File: src/rtl/dcs_pkg.sv
// Package dcs_pkg
// Shared command encoding for the banked DRAM command sequencer.
// Assumes a 3-bit command field on the device side.
package dcs_pkg;
    typedef enum logic [2:0] {
        CMD_NOP = 3'd0,
        CMD_ACT = 3'd1,
        CMD_PRE = 3'd2,
        CMD_RD  = 3'd3,
        CMD_WR  = 3'd4,
        CMD_REF = 3'd5
    } dcs_cmd_e;
endpackage

File: src/rtl/dcs_req_queue.sv
// Module dcs_req_queue
// Ordered request store. Index 0 always holds the oldest entry, and valid
// entries are contiguous from index 0. Any single entry may be removed;
// younger entries then slide down one place. A push lands just above the
// last valid entry left after the removal.
// Assumes push is only asserted when full_o is low.
module dcs_req_queue #(
    parameter int DEPTH   = 4,
    parameter int ENTRY_W = 29,
    localparam int IDX_W  = (DEPTH > 1) ? $clog2(DEPTH) : 1
) (
    input  logic                    clk,
    input  logic                    rst_n,
    input  logic                    push_i,
    input  logic [ENTRY_W-1:0]      push_data_i,
    input  logic                    pop_i,
    input  logic [IDX_W-1:0]        pop_idx_i,
    output logic [DEPTH-1:0]        vld_o,
    output logic [ENTRY_W-1:0]      data_o [DEPTH],
    output logic                    full_o
);
    logic [DEPTH-1:0]   vld_q, vld_n;
    logic [ENTRY_W-1:0] data_q [DEPTH];
    logic [ENTRY_W-1:0] data_n [DEPTH];

    // Next queue contents: remove the popped entry, then append the push.
    always_comb begin
        logic placed;
        vld_n  = vld_q;
        data_n = data_q;
        placed = 1'b0;
        if (pop_i) begin
            for (int i = 0; i < DEPTH; i++) begin
                if (i >= int'(pop_idx_i)) begin
                    if (i < DEPTH - 1) begin
                        vld_n[i]  = vld_q[i+1];
                        data_n[i] = data_q[i+1];
                    end else begin
                        vld_n[i] = 1'b0;
                    end
                end
            end
        end
        if (push_i) begin
            for (int i = 0; i < DEPTH; i++) begin
                if (!placed && !vld_n[i]) begin
                    vld_n[i]  = 1'b1;
                    data_n[i] = push_data_i;
                    placed    = 1'b1;
                end
            end
        end
    end

    // Register the queue state.
    always_ff @(posedge clk) begin
        if (!rst_n) begin
            vld_q <= '0;
            for (int i = 0; i < DEPTH; i++) data_q[i] <= '0;
        end else begin
            vld_q  <= vld_n;
            data_q <= data_n;
        end
    end

    assign vld_o  = vld_q;
    assign data_o = data_q;
    assign full_o = &vld_q;
endmodule

File: src/rtl/dcs_bank_ctx.sv
// Module dcs_bank_ctx
// State of one bank: open flag, open row, and two down-counters. One counts
// the activate-to-column wait and the other the precharge-to-activate wait.
// A counter loaded with T-1 at the issuing edge lets the next command go out
// exactly T cycles after the first.
// Assumes act_i and pre_i are never high together. T_RCD and T_RP are >= 1.
module dcs_bank_ctx #(
    parameter int ROW_W = 14,
    parameter int T_RCD = 12,
    parameter int T_RP  = 24,
    localparam int RCD_W = $clog2(T_RCD + 1),
    localparam int RP_W  = $clog2(T_RP + 1)
) (
    input  logic             clk,
    input  logic             rst_n,
    input  logic             act_i,
    input  logic             pre_i,
    input  logic [ROW_W-1:0] row_i,
    output logic             open_o,
    output logic [ROW_W-1:0] row_o,
    output logic             col_ok_o,
    output logic             act_ok_o
);
    logic             open_q;
    logic [ROW_W-1:0] row_q;
    logic [RCD_W-1:0] rcd_q;
    logic [RP_W-1:0]  rp_q;

    // Open flag and latched row follow ACT and PRE.
    always_ff @(posedge clk) begin
        if (!rst_n) begin
            open_q <= 1'b0;
            row_q  <= '0;
        end else if (act_i) begin
            open_q <= 1'b1;
            row_q  <= row_i;
        end else if (pre_i) begin
            open_q <= 1'b0;
        end
    end

    // Activate-to-column timer.
    always_ff @(posedge clk) begin
        if (!rst_n)              rcd_q <= '0;
        else if (act_i)          rcd_q <= RCD_W'(T_RCD - 1);
        else if (rcd_q != '0)    rcd_q <= rcd_q - 1'b1;
    end

    // Precharge-to-activate timer.
    always_ff @(posedge clk) begin
        if (!rst_n)              rp_q <= '0;
        else if (pre_i)          rp_q <= RP_W'(T_RP - 1);
        else if (rp_q != '0)     rp_q <= rp_q - 1'b1;
    end

    assign open_o   = open_q;
    assign row_o    = row_q;
    assign col_ok_o = open_q && (rcd_q == '0);
    assign act_ok_o = !open_q && (rp_q == '0);
endmodule

File: src/rtl/dcs_refresh_timer.sv
// Module dcs_refresh_timer
// Free-running refresh interval counter. It raises pend_o every T_REFI
// cycles, and pend_o holds until a REF is issued. After a REF, rfc_busy_o
// stays high until the next command may go out T_RFC cycles later.
// Assumes T_REFI >= 1 and T_RFC >= 1.
module dcs_refresh_timer #(
    parameter int T_REFI = 1500,
    parameter int T_RFC  = 30,
    localparam int REFI_W = $clog2(T_REFI + 1),
    localparam int RFC_W  = $clog2(T_RFC + 1)
) (
    input  logic clk,
    input  logic rst_n,
    input  logic ref_issue_i,
    output logic pend_o,
    output logic rfc_busy_o
);
    logic [REFI_W-1:0] refi_q;
    logic [RFC_W-1:0]  rfc_q;
    logic              pend_q;

    // Interval counter and due flag. A new deadline wins over a clear.
    always_ff @(posedge clk) begin
        if (!rst_n) begin
            refi_q <= REFI_W'(T_REFI - 1);
            pend_q <= 1'b0;
        end else begin
            if (refi_q == '0) refi_q <= REFI_W'(T_REFI - 1);
            else              refi_q <= refi_q - 1'b1;
            if (refi_q == '0)     pend_q <= 1'b1;
            else if (ref_issue_i) pend_q <= 1'b0;
        end
    end

    // Refresh recovery window.
    always_ff @(posedge clk) begin
        if (!rst_n)            rfc_q <= '0;
        else if (ref_issue_i)  rfc_q <= RFC_W'(T_RFC - 1);
        else if (rfc_q != '0)  rfc_q <= rfc_q - 1'b1;
    end

    assign pend_o     = pend_q;
    assign rfc_busy_o = (rfc_q != '0);
endmodule

File: src/rtl/dram_cmd_seq.sv
// Module dram_cmd_seq
// Top of the banked DRAM command sequencer. Requests enter an ordered queue.
// Each cycle one command is chosen: during a refresh, closing or refresh
// work; otherwise the oldest queued request whose next step (column, PRE or
// ACT) is legal, skipping entries that sit behind an older request to the
// same bank. The chosen command is registered onto the command outputs.
// Assumes NUM_BANKS is a power of two and all timing parameters are >= 1.
module dram_cmd_seq
    import dcs_pkg::*;
#(
    parameter int NUM_BANKS   = 16,
    parameter int ROW_W       = 14,
    parameter int COL_W       = 10,
    parameter int QUEUE_DEPTH = 4,
    parameter int T_RCD       = 12,
    parameter int T_RP        = 24,
    parameter int T_CCD       = 3,
    parameter int T_REFI      = 1500,
    parameter int T_RFC       = 30,
    localparam int BANK_W     = (NUM_BANKS > 1) ? $clog2(NUM_BANKS) : 1
) (
    input  logic              clk,
    input  logic              rst_n,
    input  logic              req_valid_i,
    output logic              req_ready_o,
    input  logic              req_write_i,
    input  logic [BANK_W-1:0] req_bank_i,
    input  logic [ROW_W-1:0]  req_row_i,
    input  logic [COL_W-1:0]  req_col_i,
    output logic [2:0]        cmd_o,
    output logic [BANK_W-1:0] cmd_bank_o,
    output logic [ROW_W-1:0]  cmd_row_o,
    output logic [COL_W-1:0]  cmd_col_o
);
    localparam int ENTRY_W = 1 + BANK_W + ROW_W + COL_W;
    localparam int IDX_W   = (QUEUE_DEPTH > 1) ? $clog2(QUEUE_DEPTH) : 1;
    localparam int CCD_W   = $clog2(T_CCD + 1);
    localparam int BANK_LO = COL_W + ROW_W;

    // Queue signals
    logic [QUEUE_DEPTH-1:0] q_vld;
    logic [ENTRY_W-1:0]     q_data [QUEUE_DEPTH];
    logic                   q_full;
    logic                   q_push;
    logic                   q_pop;
    logic [IDX_W-1:0]       q_pop_idx;

    // Bank state
    logic [NUM_BANKS-1:0] bank_open, bank_col_ok, bank_act_ok;
    logic [NUM_BANKS-1:0] bank_act_sel, bank_pre_sel;
    logic [ROW_W-1:0]     bank_row [NUM_BANKS];

    // Refresh and column spacing
    logic             ref_pend, rfc_busy, ref_issue, col_issue;
    logic [CCD_W-1:0] ccd_q;

    // Chosen command for this cycle
    dcs_cmd_e          nxt_cmd;
    logic [BANK_W-1:0] nxt_bank;
    logic [ROW_W-1:0]  nxt_row;
    logic [COL_W-1:0]  nxt_col;

    assign req_ready_o = !q_full && !ref_pend && !rfc_busy;
    assign q_push      = req_valid_i && req_ready_o;

    dcs_req_queue #(
        .DEPTH   (QUEUE_DEPTH),
        .ENTRY_W (ENTRY_W)
    ) u_queue (
        .clk         (clk),
        .rst_n       (rst_n),
        .push_i      (q_push),
        .push_data_i ({req_write_i, req_bank_i, req_row_i, req_col_i}),
        .pop_i       (q_pop),
        .pop_idx_i   (q_pop_idx),
        .vld_o       (q_vld),
        .data_o      (q_data),
        .full_o      (q_full)
    );

    generate
        for (genvar b = 0; b < NUM_BANKS; b++) begin : g_bank
            assign bank_act_sel[b] = (nxt_cmd == CMD_ACT) && (nxt_bank == BANK_W'(b));
            assign bank_pre_sel[b] = (nxt_cmd == CMD_PRE) && (nxt_bank == BANK_W'(b));
            dcs_bank_ctx #(
                .ROW_W (ROW_W),
                .T_RCD (T_RCD),
                .T_RP  (T_RP)
            ) u_bank (
                .clk      (clk),
                .rst_n    (rst_n),
                .act_i    (bank_act_sel[b]),
                .pre_i    (bank_pre_sel[b]),
                .row_i    (nxt_row),
                .open_o   (bank_open[b]),
                .row_o    (bank_row[b]),
                .col_ok_o (bank_col_ok[b]),
                .act_ok_o (bank_act_ok[b])
            );
        end
    endgenerate

    dcs_refresh_timer #(
        .T_REFI (T_REFI),
        .T_RFC  (T_RFC)
    ) u_refresh (
        .clk         (clk),
        .rst_n       (rst_n),
        .ref_issue_i (ref_issue),
        .pend_o      (ref_pend),
        .rfc_busy_o  (rfc_busy)
    );

    assign ref_issue = (nxt_cmd == CMD_REF);
    assign col_issue = (nxt_cmd == CMD_RD) || (nxt_cmd == CMD_WR);

    // Column-to-column spacing counter shared by all banks.
    always_ff @(posedge clk) begin
        if (!rst_n)            ccd_q <= '0;
        else if (col_issue)    ccd_q <= CCD_W'(T_CCD - 1);
        else if (ccd_q != '0)  ccd_q <= ccd_q - 1'b1;
    end

    // Arbiter: choose the single command for this cycle.
    always_comb begin
        logic [NUM_BANKS-1:0] seen;
        logic                 found;
        logic                 e_wr;
        logic [BANK_W-1:0]    e_bank;
        logic [ROW_W-1:0]     e_row;
        logic [COL_W-1:0]     e_col;
        nxt_cmd   = CMD_NOP;
        nxt_bank  = '0;
        nxt_row   = '0;
        nxt_col   = '0;
        q_pop     = 1'b0;
        q_pop_idx = '0;
        seen      = '0;
        found     = 1'b0;
        e_wr      = 1'b0;
        e_bank    = '0;
        e_row     = '0;
        e_col     = '0;
        if (rfc_busy) begin
            nxt_cmd = CMD_NOP;
        end else if (ref_pend) begin
            if (|bank_open) begin
                for (int b = NUM_BANKS - 1; b >= 0; b--) begin
                    if (bank_open[b]) nxt_bank = BANK_W'(b);
                end
                nxt_cmd = CMD_PRE;
            end else if (&bank_act_ok) begin
                nxt_cmd = CMD_REF;
            end
        end else begin
            for (int i = 0; i < QUEUE_DEPTH; i++) begin
                e_wr   = q_data[i][ENTRY_W-1];
                e_bank = q_data[i][BANK_LO +: BANK_W];
                e_row  = q_data[i][COL_W +: ROW_W];
                e_col  = q_data[i][COL_W-1:0];
                if (q_vld[i] && !found && !seen[e_bank]) begin
                    if (bank_open[e_bank] && (bank_row[e_bank] == e_row)) begin
                        if (bank_col_ok[e_bank] && (ccd_q == '0)) begin
                            found     = 1'b1;
                            nxt_cmd   = e_wr ? CMD_WR : CMD_RD;
                            nxt_bank  = e_bank;
                            nxt_row   = e_row;
                            nxt_col   = e_col;
                            q_pop     = 1'b1;
                            q_pop_idx = IDX_W'(i);
                        end
                    end else if (bank_open[e_bank]) begin
                        found    = 1'b1;
                        nxt_cmd  = CMD_PRE;
                        nxt_bank = e_bank;
                    end else if (bank_act_ok[e_bank]) begin
                        found    = 1'b1;
                        nxt_cmd  = CMD_ACT;
                        nxt_bank = e_bank;
                        nxt_row  = e_row;
                    end
                end
                if (q_vld[i]) seen[e_bank] = 1'b1;
            end
        end
    end

    // Register the chosen command onto the device-side outputs.
    always_ff @(posedge clk) begin
        if (!rst_n) begin
            cmd_o      <= CMD_NOP;
            cmd_bank_o <= '0;
            cmd_row_o  <= '0;
            cmd_col_o  <= '0;
        end else begin
            cmd_o      <= nxt_cmd;
            cmd_bank_o <= nxt_bank;
            cmd_row_o  <= nxt_row;
            cmd_col_o  <= nxt_col;
        end
    end
endmodule

File: config.mk
export PLATFORM = sky130hd
export DESIGN_NAME = dram_cmd_seq
export DESIGN_NICKNAME = d
export VERILOG_FILES = /design/src/rtl/dcs_pkg.sv /design/src/rtl/dcs_req_queue.sv /design/src/rtl/dcs_bank_ctx.sv /design/src/rtl/dcs_refresh_timer.sv /design/src/rtl/dram_cmd_seq.sv
export SDC_FILE = /design/constraint.sdc
export NUM_CORES = 2
export LEC_CHECK = 0
export BUFFER_PORTS_ARGS = -buffer_cell sky130_fd_sc_hd__buf_2
export CORE_MARGIN = 1.5
export CORE_UTILIZATION = 45
export DETAILED_ROUTE_END_ITERATION = 10
export PLACE_DENSITY_LB_ADDON = 0.12
export SLEW_MARGIN = 20
export SYNTH_ARGS = -nofsm -noshare
export SYNTH_HDL_FRONTEND = slang
export SYNTH_SLANG_ARGS = --single-unit
File: constraint.sdc
create_clock -name clk -period 5.9 [get_ports clk]
set_input_delay 0.295 -clock clk [delete_from_list [all_inputs] [get_ports clk]]
set_output_delay 0.295 -clock clk [all_outputs]
set_load 0.01 [all_outputs]
[After elaboration in Yosys (flattened, before gate mapping)]
Memories as Yosys holds them, arrays and structs flattened. A register that Yosys moved wholly into a read port is not among the register bits.
Index checks and enable logic that the tools add are counted.
Storage, ports and cells
  memory bits (read-only): 16
  bits of input ports: 32
  memories kept: 1
  flip-flop bits (word level): 554
Memories
  (name not given): words 16, width 1, rd ports 1, clocked after Yosys merged registers in 1, write ports 0, RTL line dram_cmd_seq.sv:161  | if (q_vld[i] && !found && !seen[e_bank]) begin
Operators by class
  bitwise logic cells: 7
  multiplexer cells: 330
  reductions and logical operators: 281
  equal/unequal tests: 24
  magnitude comparators: 14
  add/sub/neg operators: 35
Operators by type and width (number)
  two-way mux 14 bit: 30
  two-way mux 4 bit: 74
  binary-select mux 14 bit (select 4 bit): 4
  two-way mux 29 bit: 7
  two-way mux 5 bit: 34
  two-way mux 16 bit: 9
  two-way mux 10 bit: 12
  two-way mux 116 bit: 1
  nonzero test 2 bit: 52
  two-way mux 1 bit: 103
  logical AND 1 bit: 88
  two-way mux 87 bit: 1
  nonzero test 5 bit: 17
  subtractor 5 x 1 -> 5 bit (second input constant): 17
  zero test 5 bit: 16
  two-way mux 3 bit: 26
  OR reduction 2 bit: 35
  zero test 4 bit: 17
  nonzero test 4 bit: 16
  subtractor 4 x 1 -> 4 bit (second input constant): 16
  binary-select mux 1 bit (select 4 bit): 15
  == test 14 bit: 4
  == test 4 bit (second input constant): 8
  zero test 1 bit: 32
  26 further kinds: 57

[Longest topological paths before layout]
  depth in word-level cells: 46
  mapped depth: 21
  gate-level depth less buffers: 15

[By module]
From an unflattened synthesis, not the netlist that was laid out.
Unflattened totals
  cells, all modules: 3590
  area total of the unflattened synthesis: 35597.9 sq um
By module, submodules not included
  dcs_bank_ctx: instances 16, sequential area each 480.5 sq um, area each 965.9 sq um, cells an instance 92
  dram_cmd_seq: instances 1, sequential area each 660.6 sq um, area each 13960.9 sq um, cells an instance 1488
  dcs_req_queue: instances 1, sequential area each 2402.3 sq um, area each 5449.0 sq um, cells an instance 551
  dcs_refresh_timer: instances 1, sequential area each 340.3 sq um, area each 733.2 sq um, cells an instance 79

[Worst setup path before layout]
Ideal clock, no wire load.
  path type: reg-to-reg
  start point: register g_bank[15].u_bank.rp_q[0]
  end point: register g_bank[2].u_bank.row_q[10]
  data required time: 5828 ps
  stages on the path, launching flop included: 19
  path slack: 1274 ps
  arrival: 4555 ps
  cells stage by stage: dfxtp_1 inv_1 ha_1 or4b_1 clkbuf_2 or2_1 mux4_2 mux4_2 nand2_1 nand2_1 mux2_4 nand4_2 nor2_1 a221o_1 or3_4 buf_6 nor3_4 buf_6 mux2i_1
Between the ends
  longest elaborated chain between the ends: 30
  elaborated cells between the ends (all ways): 108
  those cells by class: eq/ne: 2; mux: 93; reduce/logical: 13
RTL lines
  from (decl): RTL line dcs_bank_ctx.sv:27  | logic [RP_W-1:0] rp_q;
  from (signal assigned): RTL line dcs_bank_ctx.sv:52  | else if (pre_i) rp_q <= RP_W'(T_RP - 1);
  from (signal assigned): RTL line dcs_bank_ctx.sv:53  | else if (rp_q != '0) rp_q <= rp_q - 1'b1;
  zero test 5 bit *: RTL line dcs_bank_ctx.sv:59  | assign act_ok_o = !open_q && (rp_q == '0);
  logical AND 1 bit *: RTL line dcs_bank_ctx.sv:59
  binary-select mux 1 bit (select 4 bit): RTL line dram_cmd_seq.sv:176  | end else if (bank_act_ok[e_bank]) begin
  two-way mux 1 bit (implied by the code): RTL line dram_cmd_seq.sv:176
  two-way mux 1 bit: RTL line dram_cmd_seq.sv:176
  two-way mux 1 bit: RTL line dram_cmd_seq.sv:172  | end else if (bank_open[e_bank]) begin
  two-way mux 1 bit: RTL line dram_cmd_seq.sv:162  | if (bank_open[e_bank] && (bank_row[e_bank] == e_row)) begin
  two-way mux 1 bit: RTL line dram_cmd_seq.sv:161
  [13 not listed]
  two-way mux 1 bit: RTL line dram_cmd_seq.sv:144  | if (rfc_busy) begin
  zero test 1 bit: RTL line dram_cmd_seq.sv:161
  logical AND 1 bit (2 in a row): RTL line dram_cmd_seq.sv:161
  two-way mux 4 bit / two-way mux 3 bit (equally long branches): RTL line dram_cmd_seq.sv:161
  two-way mux 4 bit / two-way mux 3 bit (equally long branches): RTL line dram_cmd_seq.sv:146  | end else if (ref_pend) begin
  two-way mux 4 bit / two-way mux 3 bit (equally long branches): RTL line dram_cmd_seq.sv:144
  == test 4 x 2 -> 1 bit / == test 3 x 1 -> 1 bit (equally long branches): RTL line dram_cmd_seq.sv:83  | assign bank_act_sel[b] = (nxt_cmd == CMD_ACT) && (nxt_bank == BANK_W'(b));
  logical AND 1 bit: RTL line dram_cmd_seq.sv:83
  to (signal assigned): RTL line dcs_bank_ctx.sv:36  | row_q <= row_i;
  to (decl): RTL line dcs_bank_ctx.sv:25  | logic [ROW_W-1:0] row_q;
Every way passes the cells marked *; elsewhere a longest branch is shown, timed or not. The select of a mux whose other input is x is not followed.
A chain may end at the register's enable or synchronous reset.

[Worst setup path in the final report]
  start point: register u_queue.data_q (netlist bit u_queue.data_o[84])
  end point: register g_bank[1].u_bank.row_q[0]
Between the ends
  longest elaborated chain between the ends: 24
  elaborated cells between the ends (all ways): 110
  those cells by class: order compare: 2; eq/ne: 3; mux: 88; bitwise: 3; reduce/logical: 14
RTL lines
  from (decl): RTL line dcs_req_queue.sv:23  | logic [ENTRY_W-1:0] data_q [DEPTH];
  from (signal assigned): RTL line dcs_req_queue.sv:62  | data_q <= data_n;
  parallel branches: the longest is 24 deep, another holds < comparator 4 x 5 -> 1 bit
  to (signal assigned): RTL line dcs_bank_ctx.sv:36
  to (decl): RTL line dcs_bank_ctx.sv:25
Parallel ways; which one is timed is not known. The select of a mux whose other input is x is not followed.

==> results by stage <==
Floorplanning:
- The floorplan step set the die height to 283 um.
- For this design the top-level I/O count stands at 64.
- For this configuration, the core starts out at a cell density of a little under half.
- The die width is 283 um.
- The area inside the core boundary is 77500 um2.
- After floorplanning, the core was divided into between 100 and 150 placement rows.
- The floorplan step defined a die boundary enclosing roughly 80000 um2.

Critical path:
- Data arrives at the worst endpoint at around 6000 ps.
- For the worst flop-to-flop path, the logic depth is 16.
- The critical path crosses 16 cells after its start point.
- Traced cell by cell, the critical path runs through buf_4 > and2_1 > nand2_1 > and4_1 > nor4_1 > buf_4 > nand2_1 > and4bb_1 > mux2_4 > nand4_2 > nor2_1 > a221o_1 > nor3_1 > or4b_1 > buf_12 > mux2i_1.
- Grouping stages by cell kind, the critical path spends the most delay in simple AND/OR/NAND/NOR gates.
- The cell type of the slowest stage on the worst timing path is sky130_fd_sc_hd__dfxtp_1.
- In this run the worst path has a maximum fanout of 19.
- The number of buffers and inverters on the critical path is 3.
- For the worst setup path, the data required time is 6390 ps.
- The kind of critical path is flip-flop to flip-flop.
- The type of destination of the critical path is a flip-flop.
- The largest stage delay on the critical path is 890 ps.
- The worst setup path is launched from a flip-flop.

Global route:
- The first global-routing pass estimated approximately 210 mm of wire.
- The global-route congestion overflow total is 0.
- The maximum number of pins on one net before global-route repair is around 130.
- The initial antenna violation count is 2.
- The number of global-route vias before repair was 30300.
- The total global-route track usage is approximately a third.

Logic synthesis:
- Sorting the synthesized cells by area gives the leading types as sky130_fd_sc_hd__dfxtp_1 (32%), sky130_fd_sc_hd__mux4_2 (13%), sky130_fd_sc_hd__mux2i_1 (13%).
- After Yosys synthesis, and, or, nand and nor cells account for roughly 16% of the synthesized area.
- The fraction of registers with async set or reset after synthesis is 0%.
- The cell taking the most area after synthesis is sky130_fd_sc_hd__dfxtp_1.
- The number of warning messages in the yosys log is 0.
- Summing every instance area after synthesis gives between 30000 and 40000 um2.
- The post-synthesis xor/xnor area fraction is about 2.6%.
- In the synthesized netlist, the cells that appear most often are sky130_fd_sc_hd__dfxtp_1 (554), sky130_fd_sc_hd__nand2_1 (465), sky130_fd_sc_hd__mux2i_1 (457).
- Summing the areas of all fa, ha and maj instances in the mapped netlist gives about 1.2% of the synthesized area.
- The synthesis-stage register bit count is approximately 550.
- The number of library cell types mapped by synthesis is around 110.
- Summed over its instances, the top area cell type makes up a little under a third of the synthesized netlist area.
- Multiplexer cells account for 27.7% of the synthesized area.
- In the synthesized netlist the dominant register cell turns out to be sky130_fd_sc_hd__dfxtp_1.
- The most common cell in the synthesized netlist is sky130_fd_sc_hd__dfxtp_1.
- For this run, the register share of the synthesized area comes to a little under a third.
- A synthesized cell averages 9.48 um2.
- The number of nets handed over by synthesis was between 3000 and 4000.
- After synthesis, the largest family of logic cells by area is multiplexers.
- The synthesized netlist devotes approximately 15% of its cell area to compound gates.
- The synthesized netlist cell count is between 3000 and 4000.
- Counting flops with a built-in enable in the synthesized netlist gives 0.

CTS:
- Clock tree synthesis found a total of between 500 and 600 sinks.
- At the later pin of the worst-skew pair, clock insertion delay measures between 600 and 700 ps.
- The setup fix buffers added after clock tree synthesis is 0.
- The total CTS buffers is between 60 and 70.
- The root buffer cell chosen for the clock tree is sky130_fd_sc_hd__clkbuf_16.
- The H-tree generated during clock tree synthesis spans 2 levels.
- The clock tree from TritonCTS is done.
- Clock-pin slew was measured on the worst setup and hold paths at 70 ps.
- The maximum number of buffers from clock root to sink is 3.

Min path:
- The worst hold path cell count is 2.
- The worst min-delay path category is input pin to flip-flop.

Final layout:
- For this run, the post-layout net count is between 3000 and 4000.
- The number of fillers in the final layout is just over 7000.
- The count of cells in the finished layout, fillers not included, comes to about 4900.
- Of the cells placed in the final design, the portion with a size suffix greater than 1 is a little under a fifth.
- The post-layout instance area is about 40000 um2.
- The register area is between 10000 and 15000 um2.
- Summing all multi-input logic gate instances after layout gives roughly 22000 um2.
- The synthesis-to-layout area growth is 13.0%.
- The share of the core filled with cells in the final layout is 51.3%.
- The antenna diode count is 0.

Placed design:
- The placed cell area is between 30000 and 40000 um2.
- During placement, the flow inserted port buffers numbering 63.
- The sum of net half-perimeters after detailed placement is ~100 mm.
- The congestion estimate from routability-driven global placement came to approximately 1.1.
- The total instance count after detailed placement is roughly 4700.

Power and ir drop:
- Cell internal power was estimated by the tool at approximately 8.5 mW.
- Sequential cells burn between 30% and 40% of the power.
- The power per cell area is 335 nW/um2.
- The fraction of power spent switching nets is a little over a third.
- The share of power burned in the clock network is 30.6%.
- In this run the power spent charging and discharging nets is ~4.8 mW.
- IR analysis of the VDD net gives a maximum drop of around 0.24 mV.
- In this run the static leakage power is approximately 15 nW.
- The combinational share of power is approximately 35%.

STA:
- The summed negative setup slack over all endpoints is 0 ps.
- Headroom to the max-slew limit came out at a little under a quarter.
- For this run, the top clock speed supported by timing is roughly 0.18 GHz.
- Between clock sinks in the finished design, the worst skew comes to 36.7 ps.
- The count of final max-slew check failures is 0.
- The number of failing hold endpoints at the final stage is 0.
- The measured slew at the worst slew-check pin is roughly 1200 ps.
- The count of final setup violators is 0.
- Setup repair after global routing left no endpoint under its margin.
- The final cycle utilization of the critical path is between 90% and 100%.
- The shortest period the worst path allows is about 5700 ps.

Flow run:
- The total of max-cap violations is 0.

Route:
- The detailed-route vias per instance is 6.52.
- The count of nets left with antenna violations once routing finished came out at 0.
- The initial detailed-routing violation count is 3769.
- For this run, design rule violations remaining after detail routing come to 0.
- The pre-antenna-repair detailed-routing pass consisted of 6 iterations.
- For this block, the via count after detailed routing is about 32000.
- The average wire per standard cell is just under 30 um.
- The detailed-route wire length is about 140 mm.

Status:
- The flow ran to the end, and the final reports show no timing, DRC or antenna violations.
-- timing repair --
item	in CTS	in global routing
gates resized for setup	0	1
endpoints found under the hold margin	111	0
endpoints found under the setup margin	0	2
hold buffers	30	0
-- worst paths after layout --
path | from | end | slack, ps
min reg2reg | u_refresh.refi_q[10]$_SDFF_PP1_ | u_refresh.refi_q[10]$_SDFF_PP1_ | 460
max reg2reg | u_queue.data_o[84]$_SDFF_PN0_ | g_bank[1].u_bank.row_o[0]$_SDFFE_PN0P_ | 200
min | rst_n | u_refresh.refi_q[8]$_SDFF_PP1_ | 100
max | u_queue.data_o[84]$_SDFF_PN0_ | g_bank[1].u_bank.row_o[0]$_SDFFE_PN0P_ | 200
-- per-layer routing --
layer | vias to the layer above | track usage [%] | share of wire [%]
met5 | - | 0 | 0.016
met4 | 4 | 12.4 | 4.0
met3 | 323 | 10.8 | 12
met2 | 1766 | 52.0 | 42
met1 | 15800 | 48.1 | 42
li1 | 14000 | - | -
-- layout make-up --
| class | count | area share (%) |
|---|---|---|
| Multi-Input combinational cell | 2753 | 55.5 |
| Sequential cell | 554 | 28.0 |
| Timing Repair Buffer | 323 | 6.86 |
| Clock buffer | 90 | 4.70 |
| Tap cell | 1040 | 3.27 |
| Inverter | 100 | 0.957 |
| Clock inverter | 20 | 0.702 |
-- sequential cells by signal (all words and copies together), names as in the netlist --
name,count
g_bank.u_bank.rp_q,80
g_bank.u_bank.row_o,224
cmd_o,3
u_queue.vld_o,4
cmd_bank_o,4
ccd_q,2
cmd_col_o,10
u_refresh.refi_q,11
u_refresh.pend_o,1
g_bank.u_bank.rcd_q,64
cmd_row_o,14
u_refresh.rfc_q,5
u_queue.data_o,116
g_bank.u_bank.open_o,16
-- power by group through the flow --
stage / clock [mW] / combinational [mW] / sequential [mW]
CTS: 4.15 / 4.51 / 4.61
global route: 4.28 / 4.94 / 4.68
global placement: 0 / 4.31 / 4.66
detailed placement: 0 / 4.47 / 4.69
floorplan: 0 / 3.28 / 4.43
finish: 4.07 / 4.60 / 4.64
-- placed cells by master, fill, tap and decap left out, types with 33 or more instances in the layout --
cell,n
sky130_fd_sc_hd__a21oi_1,163
sky130_fd_sc_hd__ha_1,34
sky130_fd_sc_hd__a211oi_1,87
sky130_fd_sc_hd__xnor2_1,61
sky130_fd_sc_hd__dfxtp_1,543
sky130_fd_sc_hd__a22oi_1,50
sky130_fd_sc_hd__xor2_1,40
sky130_fd_sc_hd__and2_1,33
sky130_fd_sc_hd__nor2b_1,45
sky130_fd_sc_hd__nor2_1,256
sky130_fd_sc_hd__mux4_2,209
sky130_fd_sc_hd__mux2i_1,457
sky130_fd_sc_hd__nand2_1,464
sky130_fd_sc_hd__buf_2,62
sky130_fd_sc_hd__buf_4,200
sky130_fd_sc_hd__inv_1,95
sky130_fd_sc_hd__nand3_1,44
sky130_fd_sc_hd__mux2_2,41
sky130_fd_sc_hd__clkbuf_16,63
sky130_fd_sc_hd__o22ai_1,37
sky130_fd_sc_hd__o21a_1,67
sky130_fd_sc_hd__nor3_1,120
-- metrics by stage --
stage                     power [mW]  hold WS (ps)  setup slack, ps
after global placement          8.97           431              324
after floorplan                 7.71           409             1270
after global routing            13.9           162             26.5
after detailed placement        9.16           448              307
after CTS                       13.3           132              266
final                           13.3           103              202
-- kinds of logic (layout without fill, tap and decap cells) --
group / count (synthesis) / count (layout)
simple gates: 1178 / 1178
buf+inv: 403 / 533
compound gates: 731 / 731
fa+ha+maj: 34 / 34
flops: 554 / 554
mux: 708 / 708
xor+xnor: 102 / 102
Power figures use the tool's default switching activity.
